[src/rtl/qdac_pkg.sv]
package qdac_pkg;
    typedef enum logic [2:0] {
        OP_NOP     = 3'd0,
        OP_WR_CODE = 3'd1,
        OP_WR_SPAN = 3'd2,
        OP_UPDATE  = 3'd3,
        OP_WR_UPD  = 3'd4
    } op_e;

    typedef enum logic [1:0] {
        ST_IDLE,
        ST_FRAME,
        ST_ABORT,
        ST_EXEC
    } seq_st_e;
endpackage

[src/rtl/qdac_frame_fsm.sv]
module qdac_frame_fsm
    import qdac_pkg::*;
#(
    parameter int ADDR_W = 3,
    parameter int CODE_W = 16
) (
    input  logic              clk,
    input  logic              rst_n,
    input  logic              frame_n,
    input  logic              clr_n,
    input  logic              cmd_valid,
    input  logic [2:0]        cmd_op,
    input  logic [ADDR_W-1:0] cmd_addr,
    input  logic [CODE_W-1:0] cmd_data,
    output logic              exec_o,
    output logic              abort_o,
    output logic [2:0]        lat_op,
    output logic [ADDR_W-1:0] lat_addr,
    output logic [CODE_W-1:0] lat_data
);
    seq_st_e state, state_nx;
    logic    have_cmd;

    // state register
    always_ff @(posedge clk or negedge rst_n) begin
        if (!rst_n) state <= ST_IDLE;
        else        state <= state_nx;
    end

    always_comb begin
        state_nx = state;
        unique case (state)
            ST_IDLE: begin
                if (!frame_n) state_nx = clr_n ? ST_FRAME : ST_ABORT;
            end
            ST_FRAME: begin
                if (!clr_n)       state_nx = ST_ABORT;
                else if (frame_n) state_nx = have_cmd ? ST_EXEC : ST_IDLE;
            end
            ST_ABORT: begin
                if (frame_n) state_nx = ST_IDLE;
            end
            ST_EXEC: state_nx = ST_IDLE;
            default: state_nx = ST_IDLE;
        endcase
    end

    // command capture
    always_ff @(posedge clk or negedge rst_n) begin
        if (!rst_n) begin
            have_cmd <= 1'b0;
            lat_op   <= '0;
            lat_addr <= '0;
            lat_data <= '0;
        end else if (state == ST_IDLE) begin
            have_cmd <= 1'b0;
        end else if (state == ST_FRAME && clr_n && cmd_valid && !frame_n) begin
            have_cmd <= 1'b1;
            lat_op   <= cmd_op;
            lat_addr <= cmd_addr;
            lat_data <= cmd_data;
        end
    end

    // outputs
    always_comb begin
        exec_o  = 1'b0;
        abort_o = 1'b0;
        unique case (state)
            ST_IDLE:  ;
            ST_FRAME: abort_o = !clr_n && have_cmd;
            ST_ABORT: ;
            ST_EXEC:  exec_o = 1'b1;
            default:  ;
        endcase
    end

    // a clear inside an open frame never lets that frame execute next cycle
    a_r9_clear_blocks_exec: assert property (@(posedge clk) disable iff (!rst_n)
        (!clr_n && !frame_n) |=> !exec_o);
    // execution only directly after the frame was seen high
    a_r4_exec_after_frame_rise: assert property (@(posedge clk) disable iff (!rst_n)
        exec_o |-> $past(frame_n));
endmodule

[src/rtl/qdac_load_sync.sv]
module qdac_load_sync #(
    parameter int SYNC_STAGES = 2
) (
    input  logic clk,
    input  logic rst_n,
    input  logic load_n,
    output logic load_pulse
);
    logic [SYNC_STAGES:0] pipe;

    always_ff @(posedge clk or negedge rst_n) begin
        if (!rst_n) pipe <= '1;
        else        pipe <= {pipe[SYNC_STAGES-1:0], load_n};
    end

    assign load_pulse = pipe[SYNC_STAGES] & ~pipe[SYNC_STAGES-1];

    // an edge yields a single-cycle pulse
    a_r7_single_pulse: assert property (@(posedge clk) disable iff (!rst_n)
        load_pulse |=> !load_pulse);
endmodule

[src/rtl/qdac_chan.sv]
module qdac_chan #(
    parameter int CODE_W = 16,
    parameter int SPAN_W = 4
) (
    input  logic              clk,
    input  logic              rst_n,
    input  logic              clr_n,
    input  logic              wr_code,
    input  logic              wr_span,
    input  logic              set_inv,
    input  logic              upd_code,
    input  logic              upd_span,
    input  logic [CODE_W-1:0] din,
    input  logic              strap_en,
    input  logic [SPAN_W-1:0] strap,
    output logic [CODE_W-1:0] act_code,
    output logic [SPAN_W-1:0] act_span,
    output logic [CODE_W-1:0] in_code,
    output logic [SPAN_W-1:0] in_span,
    output logic              in_valid
);
    logic [CODE_W-1:0] code_src;
    logic [SPAN_W-1:0] span_src;

    assign code_src = wr_code ? din : in_code;
    assign span_src = strap_en ? strap : (wr_span ? din[SPAN_W-1:0] : in_span);

    // input buffer
    always_ff @(posedge clk or negedge rst_n) begin
        if (!rst_n) begin
            in_code  <= '0;
            in_span  <= '0;
            in_valid <= 1'b1;
        end else begin
            if (wr_code) in_code <= din;
            if (wr_span) in_span <= din[SPAN_W-1:0];
            if (set_inv)                 in_valid <= 1'b0;
            else if (wr_code || wr_span) in_valid <= 1'b1;
        end
    end

    // active buffer
    always_ff @(posedge clk or negedge rst_n) begin
        if (!rst_n) begin
            act_code <= '0;
            act_span <= '0;
        end else if (!clr_n) begin
            act_code <= '0;
            act_span <= '0;
        end else begin
            if (upd_code) act_code <= code_src;
            if (upd_span) act_span <= span_src;
        end
    end

    // clear zeroes the active buffer and leaves the input buffer intact
    a_r5_clear_zero: assert property (@(posedge clk) disable iff (!rst_n)
        !clr_n |=> (act_code == '0 && act_span == '0));
    a_r5_input_kept: assert property (@(posedge clk) disable iff (!rst_n)
        !clr_n |=> ($stable(in_code) && $stable(in_span)));
    // without an update the active code holds
    a_r3_hold: assert property (@(posedge clk) disable iff (!rst_n)
        (clr_n && !upd_code) |=> $stable(act_code));
endmodule

[src/rtl/qdac_integrity.sv]
module qdac_integrity (
    input  logic clk,
    input  logic rst_n,
    input  logic clr_n,
    input  logic brownout,
    input  logic upd_ok,
    output logic flag_n
);
    always_ff @(posedge clk or negedge rst_n) begin
        if (!rst_n)                 flag_n <= 1'b0;
        else if (!clr_n || brownout) flag_n <= 1'b0;
        else if (upd_ok)            flag_n <= 1'b1;
    end

    // brownout or clear pulls the flag low
    a_r10_flag_drop: assert property (@(posedge clk) disable iff (!rst_n)
        (brownout || !clr_n) |=> !flag_n);
    // the flag rises only after a valid update
    a_r11_flag_rise: assert property (@(posedge clk) disable iff (!rst_n)
        $rose(flag_n) |-> $past(upd_ok));
endmodule

[src/rtl/quad_dac_regcore.sv]
module quad_dac_regcore
    import qdac_pkg::*;
#(
    parameter int N_CH   = 4,
    parameter int CODE_W = 16,
    parameter int SPAN_W = 4,
    parameter int SYNC_STAGES = 2,
    localparam int ADDR_W = $clog2(N_CH + 1),
    localparam int CH_W   = $clog2(N_CH)
) (
    input  logic                     clk,
    input  logic                     rst_n,
    input  logic                     frame_n,
    input  logic                     cmd_valid,
    input  logic [2:0]               cmd_op,
    input  logic [ADDR_W-1:0]        cmd_addr,
    input  logic [CODE_W-1:0]        cmd_data,
    input  logic                     clr_n,
    input  logic                     brownout,
    input  logic                     load_n,
    input  logic                     span_manual,
    input  logic [SPAN_W-1:0]        span_strap,
    input  logic [CH_W-1:0]          rb_chan,
    output logic [N_CH*CODE_W-1:0]   dac_code,
    output logic [N_CH*SPAN_W-1:0]   dac_span,
    output logic                     integrity_n,
    output logic [CODE_W-1:0]        rb_code,
    output logic [SPAN_W-1:0]        rb_span,
    output logic                     rb_valid
);
    logic              exec, abort, load_pulse;
    logic [2:0]        lat_op;
    logic [ADDR_W-1:0] lat_addr;
    logic [CODE_W-1:0] lat_data;
    logic              is_wrc, is_wrs, is_upd;
    logic [N_CH-1:0]   sel, wrc_v, wrs_v, inv_v, updc_v, upds_v;
    logic              any_upd;
    logic [CODE_W-1:0] in_code_a [N_CH];
    logic [SPAN_W-1:0] in_span_a [N_CH];
    logic [N_CH-1:0]   in_valid_v;

    qdac_frame_fsm #(.ADDR_W(ADDR_W), .CODE_W(CODE_W)) u_fsm (
        .clk(clk), .rst_n(rst_n), .frame_n(frame_n), .clr_n(clr_n),
        .cmd_valid(cmd_valid), .cmd_op(cmd_op), .cmd_addr(cmd_addr),
        .cmd_data(cmd_data), .exec_o(exec), .abort_o(abort),
        .lat_op(lat_op), .lat_addr(lat_addr), .lat_data(lat_data)
    );

    qdac_load_sync #(.SYNC_STAGES(SYNC_STAGES)) u_load (
        .clk(clk), .rst_n(rst_n), .load_n(load_n), .load_pulse(load_pulse)
    );

    assign is_wrc = (lat_op == OP_WR_CODE) || (lat_op == OP_WR_UPD);
    assign is_wrs = (lat_op == OP_WR_SPAN);
    assign is_upd = (lat_op == OP_UPDATE) || (lat_op == OP_WR_UPD);

    genvar i;
    generate
        for (i = 0; i < N_CH; i++) begin : g_ch
            assign sel[i]    = (lat_addr == ADDR_W'(i)) || (lat_addr == ADDR_W'(N_CH));
            assign wrc_v[i]  = clr_n && exec && is_wrc && sel[i];
            assign wrs_v[i]  = clr_n && exec && is_wrs && sel[i];
            assign inv_v[i]  = abort && sel[i];
            assign updc_v[i] = clr_n && ((exec && is_upd && sel[i]) || load_pulse);
            assign upds_v[i] = span_manual ? any_upd : updc_v[i];

            qdac_chan #(.CODE_W(CODE_W), .SPAN_W(SPAN_W)) u_chan (
                .clk(clk), .rst_n(rst_n), .clr_n(clr_n),
                .wr_code(wrc_v[i]), .wr_span(wrs_v[i]), .set_inv(inv_v[i]),
                .upd_code(updc_v[i]), .upd_span(upds_v[i]), .din(lat_data),
                .strap_en(span_manual), .strap(span_strap),
                .act_code(dac_code[i*CODE_W +: CODE_W]),
                .act_span(dac_span[i*SPAN_W +: SPAN_W]),
                .in_code(in_code_a[i]), .in_span(in_span_a[i]),
                .in_valid(in_valid_v[i])
            );
        end
    endgenerate

    assign any_upd = |updc_v;

    qdac_integrity u_flag (
        .clk(clk), .rst_n(rst_n), .clr_n(clr_n), .brownout(brownout),
        .upd_ok(any_upd), .flag_n(integrity_n)
    );

    assign rb_code  = in_code_a[rb_chan];
    assign rb_span  = in_span_a[rb_chan];
    assign rb_valid = in_valid_v[rb_chan];

    // clear dominates any concurrent update
    a_r12_clear_wins: assert property (@(posedge clk) disable iff (!rst_n)
        (!clr_n && load_pulse) |=> (dac_code == '0 && !integrity_n));
    // in manual mode an update leaves every span equal to the strap
    a_r8_strap_all: assert property (@(posedge clk) disable iff (!rst_n)
        (span_manual && any_upd && $stable(span_strap)) |=> (dac_span == {N_CH{span_strap}}));
endmodule

[config.mk]
export PLATFORM = sky130hd
export DESIGN_NAME = quad_dac_regcore
export DESIGN_NICKNAME = d
export VERILOG_FILES = /design/src/rtl/qdac_pkg.sv /design/src/rtl/qdac_frame_fsm.sv /design/src/rtl/qdac_load_sync.sv /design/src/rtl/qdac_chan.sv /design/src/rtl/qdac_integrity.sv /design/src/rtl/quad_dac_regcore.sv
export SDC_FILE = /design/constraint.sdc
export NUM_CORES = 1
export LEC_CHECK = 0
export ABC_AREA = 1
export CORE_UTILIZATION = 35
export CTS_CLUSTER_DIAMETER = 50
export CTS_CLUSTER_SIZE = 10
export DETAILED_ROUTE_END_ITERATION = 8
export GPL_ROUTABILITY_DRIVEN = 1
export MAX_ROUTING_LAYER = met4
export SYNTH_ARGS = -nofsm -noshare
export SYNTH_HDL_FRONTEND = slang
export SYNTH_SLANG_ARGS = --single-unit
[constraint.sdc]
create_clock -name clk -period 2.52 [get_ports clk]
set_input_delay 0.504 -clock clk [delete_from_list [all_inputs] [get_ports clk]]
set_output_delay 0.504 -clock clk [all_outputs]
set_load 0.02 [all_outputs]
==> qor.txt, run 1 <==
result of the run: complete, no violations
postcts setup bufs: 0
max-cap check violation count: 0
Final HPWL DP: 16,400 um
DRT Pass-1 Iters: 5
TritonCTS Buffers: 17
CTS Hold Bufs: 0
crit path max-delay cell type: clkdlybuf4s50_1
I/O pins: 138
Pleak: 4.99 nW
Port Buffer Count: 137
Mean Syn Cell Area: 8.79 sq um
Setup crit start kind: input port
DRT iter0 DRCs: 509
initial antenna violation count: 0
Worst path max stage delay: 0.54 ns
Tightest Hold Check Type: input port to async pin
global-route wire length before repair: 36,700 um
crit path DAT: 1.95 ns
Final TNS setup: 0 ns
clk sinks: 193
final slew viol count: 0
maximum VDD drop: 0.386 mV
Post-synth EDFFs: 0
placer congestion estimate: 0.834
post-synthesis mux area share: 0.271%
Post-route DRC: 0
yosys warns: 0
adder-cell share of the synthesized area: 0%
Cell variety after synth: 30
clk buf depth: 2
Layout area overhead: 28.4%
RSZ-0062 raised after global routing: no
latest clock arrival within the worst-skew pair: 0.44 ns
Die W: 156 um
net count after synthesis: 983
Vias/cell: 4.75
Fin. Hold Viols: 0
post-route ant nets: 0
final WL: 22,600 um
Synth Flop Type: dfrtp_1
Area after DPL: 10,200 sq um
number of synthesized register bits: 193
combinational family with the most area after synthesis: simple AND/OR/NAND/NOR gates
crit end category: output port
clock slew at reported path FFs: 0.07 ns
simple-gate share of the synthesized area: 17.5%
Die Footprint: 24,400 sq um
Highest Clock Rate: 408 MHz
Pwr Total: 8.80 mW
Synth Area in Compound Gates: 17.0%
Std-Cell Rows: 56
pin count of the biggest net entering global routing: 56
slew of the pin with the lowest slew margin: 0.678 ns
register area share after synthesis: 58.2%
period utilization: 97.4%
starting density of the core: 35.6%
most instantiated library cell after synthesis: nand2_1
Post-Syn Area: 8320 sq um
H-tree depth: 4
layout cells sized above 1: 12.7%
CTS tree: built
gr usage total: 20.3%
top post-synthesis cells by count: nand2_1, dfrtp_1, o21ai_0
crit path kind: input port to output port
fin crit period: 2.45 ns
ANT cells: 0
design area: 10,700 sq um
top cell type's share of synthesized area: 55.9%
Post-Route Skew: 0.0107 ns
CP Max Fanout: 14
Post-Synth XOR/XNOR Area: 0%
routed length per instance: 16.0 um
clk root buf: clkbuf_16
WP data required: 2.02 ns
GR Overflow Total: 0
Core Region: 23,400 sq um
Final setup viols: 0
largest cells by area after synthesis: dfrtp_1, nand2_1, o21ai_0, inv_1, nor2_1
ys async rst share: 100%
Hold Slack: 0.00479 ns
vias in the first global route: 6,496
synthesized netlist cell count: 947
pwr dens: 824 nW/um^2
via count: 6,715
post-synth top area cell: dfrtp_1
fin nets: 1,118
Slew HR: 54.8%
Die Ht: 156 um
crit-path cells: clkdlybuf4s50_1 > buf_4 > o21ai_0 > o22ai_1 > clkdlybuf4s15_2
==> critical path: cells and delay by family <==
kind            cells  cell delay [ns]
buf+inv             3             1.05
compound gates      2             0.38
==> logic make-up after synthesis <==
kind of cell,Yosys count
multiplexers,2
flip-flops,193
buffers and inverters,145
AND/OR/NAND/NOR,360
AO/OA/AOI/OAI,247
==> timing repair <==
action | 4_1_cts | 5_1_grt
setup endpoints to repair | 21 | 19
resized for setup | 40 | 16
pin swaps | 0 | 1
cloned | 0 | 0
==> path summary, 6_finish.rpt <==
path                                     startpoint  cells past startpoint  slack (ns)                                      to
min                                           rst_n                      1       0.005     g_ch[3].u_chan.in_span[0]$_DFF_PN0_
max reg2reg                u_load.pipe[1]$_DFF_PN1_                     10        0.44  g_ch[2].u_chan.act_span[0]$_DFFE_PN0P_
max                                      rb_chan[1]                      5        0.07                              rb_code[4]
min reg2reg                u_load.pipe[0]$_DFF_PN1_                      0        0.36                u_load.pipe[1]$_DFF_PN1_
max in group asynchronous                     rst_n                      2        1.86  g_ch[1].u_chan.act_code[9]$_DFFE_PN0P_
min in group clk           u_load.pipe[0]$_DFF_PN1_                      0        0.36                u_load.pipe[1]$_DFF_PN1_
==> final cells by class <==
| type | count | area (sq um) |
|---|---|---|
| fillers | 2331 | 12700 |
| clock inverters | 14 | 121 |
| clock buffers | 18 | 429 |
| inverters | 101 | 379 |
| flip-flops and latches | 193 | 4840 |
| repair buffers | 160 | 1610 |
| well taps | 319 | 399 |
| multi-input cells | 609 | 2900 |
==> sequential cells by signal, indices dropped and copies added (netlist names) <==
name and flops:
g_ch.u_chan.act_code 64, g_ch.u_chan.act_span 16, g_ch.u_chan.in_code 64, g_ch.u_chan.in_span 16
g_ch.u_chan.in_valid 4, u_flag.flag_n 1, u_fsm.have_cmd 1, u_fsm.lat_addr 3
u_fsm.lat_data 16, u_fsm.lat_op 3, u_fsm.state 2, u_load.pipe 3
==> power by group <==
part,switching (mW),internal [mW]
registers,0.353,3.65
clock network,1.28,1.30
logic,1.48,0.736
==> metrics by stage <==
step           cells  setup WS [ns]  util, %
2_1_floorplan    947          0.538        -
3_3_place_gp    1382         -0.345     43.4
3_5_place_dp    1382         -0.371     43.4
4_1_cts         1414        0.00322     45.7
5_1_grt         1414        0.00484     45.6
6_report        1414         0.0664     45.6
==> cell usage in the layout (no fill, tap or decap), drive strengths merged, types with 8 or more instances in the layout <==
cell type      synthesis  routed
o22ai                 21      21
buf                   23      23
clkdlybuf4s50          0     114
clkbuf                21      27
nand2                226     226
dfrtp                186     186
clkdlybuf4s15          0       8
nand3                 39      39
nor2                  90      90
inv                  100     108
a21oi                 30      30
o21ai                192     192
==> metal layers <==
metal	up-vias	global-route usage [%]	share of wire [%]
li1	3356	-	-
met1	3158	30.4	52
met2	179	27.3	42
met3	22	3.69	5.2
met4	0	6.21	1.4
met5	-	-	0
(Power assumes the default switching activity.)
==> run 2: changes to the inputs <==
--- a/config.mk
+++ b/config.mk
@@ -11,6 +11,7 @@
 export CTS_CLUSTER_SIZE = 10
 export DETAILED_ROUTE_END_ITERATION = 8
 export GPL_ROUTABILITY_DRIVEN = 1
+export GPL_TIMING_DRIVEN = 0
 export MAX_ROUTING_LAYER = met4
 export SYNTH_ARGS = -nofsm -noshare
 export SYNTH_HDL_FRONTEND = slang
==> qor.txt, run 2 (synthesis gave the netlist of run 1 again) <==
Setup WS pre-CTS: -0.537 ns (was -0.371 ns)
DRT Pass-1 Iters: 6 (was 5)
clk buf depth: 2 (unchanged)
initial antenna violation count: 0 (unchanged)
Port Buffer Count: 135 (was 137)
final worst slack: 0.0456 ns (was 0.0664 ns)
Final HPWL DP: 17,600 um (was 16,400 um)
CTS tree: built (unchanged)
Die W: 156 um (unchanged)
I/O pins: 138 (unchanged)
Std-Cell Rows: 56 (unchanged)
Vias/cell: 4.71 (was 4.75)
maximum VDD drop: 0.475 mV (was 0.386 mV)
r2r startpoint: u_fsm.lat_addr[0]$_DFFE_PN0P_ (was u_load.pipe[1]$_DFF_PN1_)
Fin. Hold Viols: 0 (unchanged)
fin util: 45.5% (was 45.6%)
Top Registers: g_ch.u_chan.act_code: 64 flops, g_ch.u_chan.in_code: 64 flops (unchanged)
Post-route DRC: 0 (unchanged)
final slew viol count: 0 (unchanged)
Layout area overhead: 27.9% (was 28.4%)
crit end category: output port (unchanged)
global-route wire length before repair: 37,300 um (was 36,700 um)
Final TNS setup: 0 ns (unchanged)
Die Footprint: 24,400 sq um (unchanged)
Pleak: 4.97 nW (was 4.99 nW)
DRT iter0 DRCs: 568 (was 509)
Layout Cells excl Fill: 1,433 (was 1,414)
routed length per instance: 16.4 um (was 16.0 um)
crit path DAT: 1.97 ns (was 1.95 ns)
Tightest Hold Check Type: input port to async pin (unchanged)
Die Ht: 156 um (unchanged)
ANT cells: 0 (unchanged)
Highest Clock Rate: 404 MHz (was 408 MHz)
dpl cells: 1,402 (was 1,382)
Final setup viols: 0 (unchanged)
Core Region: 23,400 sq um (unchanged)
CP Max Fanout: 10 (was 14)
layout cells sized above 1: 12.9% (was 12.7%)
fin nets: 1,138 (was 1,118)
max-cap check violation count: 0 (unchanged)
pin count of the biggest net entering global routing: 122 (was 56)
RSZ-0062 raised after global routing: no (unchanged)
via count: 6,756 (was 6,715)
placer congestion estimate: 0.962 (was 0.834)
result of the run: complete, no violations (unchanged)
CP startpoint: rb_chan[1] (unchanged)
most frequent cells in the layout: nand2_1, dfrtp_1, o21ai_0, clkdlybuf4s50_1, inv_1 (unchanged)
pwr dens: 840 nW/um^2 (was 824 nW/um^2)
latest clock arrival within the worst-skew pair: 0.44 ns (about the same)
WP data required: 2.02 ns (about the same)
GR Overflow Total: 0 (unchanged)
crit path kind: input port to output port (unchanged)
fin crit period: 2.47 ns (was 2.45 ns)
period utilization: 98.2% (was 97.4%)
clock slew at reported path FFs: 0.07 ns (about the same)
most common cell after layout, fill and taps aside: nand2_1 (unchanged)
Hold Slack: 0.0151 ns (was 0.00479 ns)
final WL: 23,400 um (was 22,600 um)
Slew HR: 55.6% (was 54.8%)
starting density of the core: 35.6% (unchanged)
Post-Route Skew: 0.00880 ns (was 0.0107 ns)
slew of the pin with the lowest slew margin: 0.666 ns (was 0.678 ns)
Setup crit start kind: input port (unchanged)
vias in the first global route: 6,660 (was 6,496)
H-tree depth: 4 (unchanged)
gr usage total: 20.7% (was 20.3%)
clk sinks: 193 (unchanged)
TritonCTS Buffers: 17 (unchanged)
post-route ant nets: 0 (unchanged)
clk root buf: clkbuf_16 (unchanged)
-- run 2: changes by cell type in the layout (fill, tap and decap cells not counted), sizes merged, moves of 2 or more --
cell and change:
clkbuf +27, clkdlybuf4s15 -5, buf +2, clkinv -2, inv -2
-- run 2: power breakdown --
group	switching [mW]	total (mW)	leakage, nW	internal, mW
logic	1.53	2.25	2.13	0.718
registers	0.344	4.00	2.56	3.65
clock network	1.25	2.69	0.283	1.44
-- run 2: through the flow --
stage          instance area [sq um]  total power, mW
2_1_floorplan                   8320             5.33
3_3_place_gp                   10100             6.27
3_5_place_dp                   10100             6.31
4_1_cts                        10700             8.97
5_1_grt                        10600             9.40
6_report                       10600             8.94
-- run 2: final cells by class --
type / count / area (sq um)
timing repair buffer: 136 / 1320
clock buffer: 20 / 457
fill: 2365 / 12800
sequential: 193 / 4840
inverter: 101 / 379
tap: 319 / 399
clock inverter: 11 / 120
multi-input combinational: 609 / 2910
buffer: 44 / 221
-- run 2: path summary, 6_finish.rpt --
| check | to | slack (ns) | cells after the start |
|---|---|---|---|
| worst max register to register | g_ch[1].u_chan.act_code[8]$_DFFE_PN0P_ | 0.47 | 10 |
| worst min register to register | u_load.pipe[1]$_DFF_PN1_ | 0.36 | 0 |
| worst min-delay path | g_ch[3].u_chan.act_span[0]$_DFFE_PN0P_ | 0.02 | 1 |
| max in group asynchronous | g_ch[0].u_chan.in_code[13]$_DFF_PN0_ | 1.50 | 2 |
| min in group clk | u_load.pipe[1]$_DFF_PN1_ | 0.36 | 0 |
| worst max-delay path | rb_code[0] | 0.05 | 6 |
-- run 2: per-layer routing --
layer	track usage, %	part of all wire, %	vias up
met4	5.60	1.7	0
met1	29.8	49	3154
met2	29.9	44	187
met3	3.72	5.3	22
met5	-	0	-
li1	-	-	3393
-- run 2: worst max-delay path, stage by stage --
cell and delay [ns]:
clkdlybuf4s50_1 0.46, inv_1 0.10, clkbuf_2 0.22, o21ai_0 0.18, o22ai_2 0.21, clkdlybuf4s15_2 0.29
-- run 2: timing repair --
| item | in CTS | in global routing |
|---|---|---|
| hold buffers | 0 | 0 |
| buffers inserted | 0 | 0 |
| resized for setup | 34 | 28 |
| pin swaps | 0 | 1 |
| setup endpoints to repair | 21 | 16 |
==> run 3: changes to the inputs <==
--- a/config.mk
+++ b/config.mk
@@ -6,6 +6,7 @@
 export NUM_CORES = 1
 export LEC_CHECK = 0
 export ABC_AREA = 1
+export CAP_MARGIN = 20
 export CORE_UTILIZATION = 35
 export CTS_CLUSTER_DIAMETER = 50
 export CTS_CLUSTER_SIZE = 10
==> results of run 3 <==
Same layout as run 2: the final DEF is identical, and so are final timing and power.
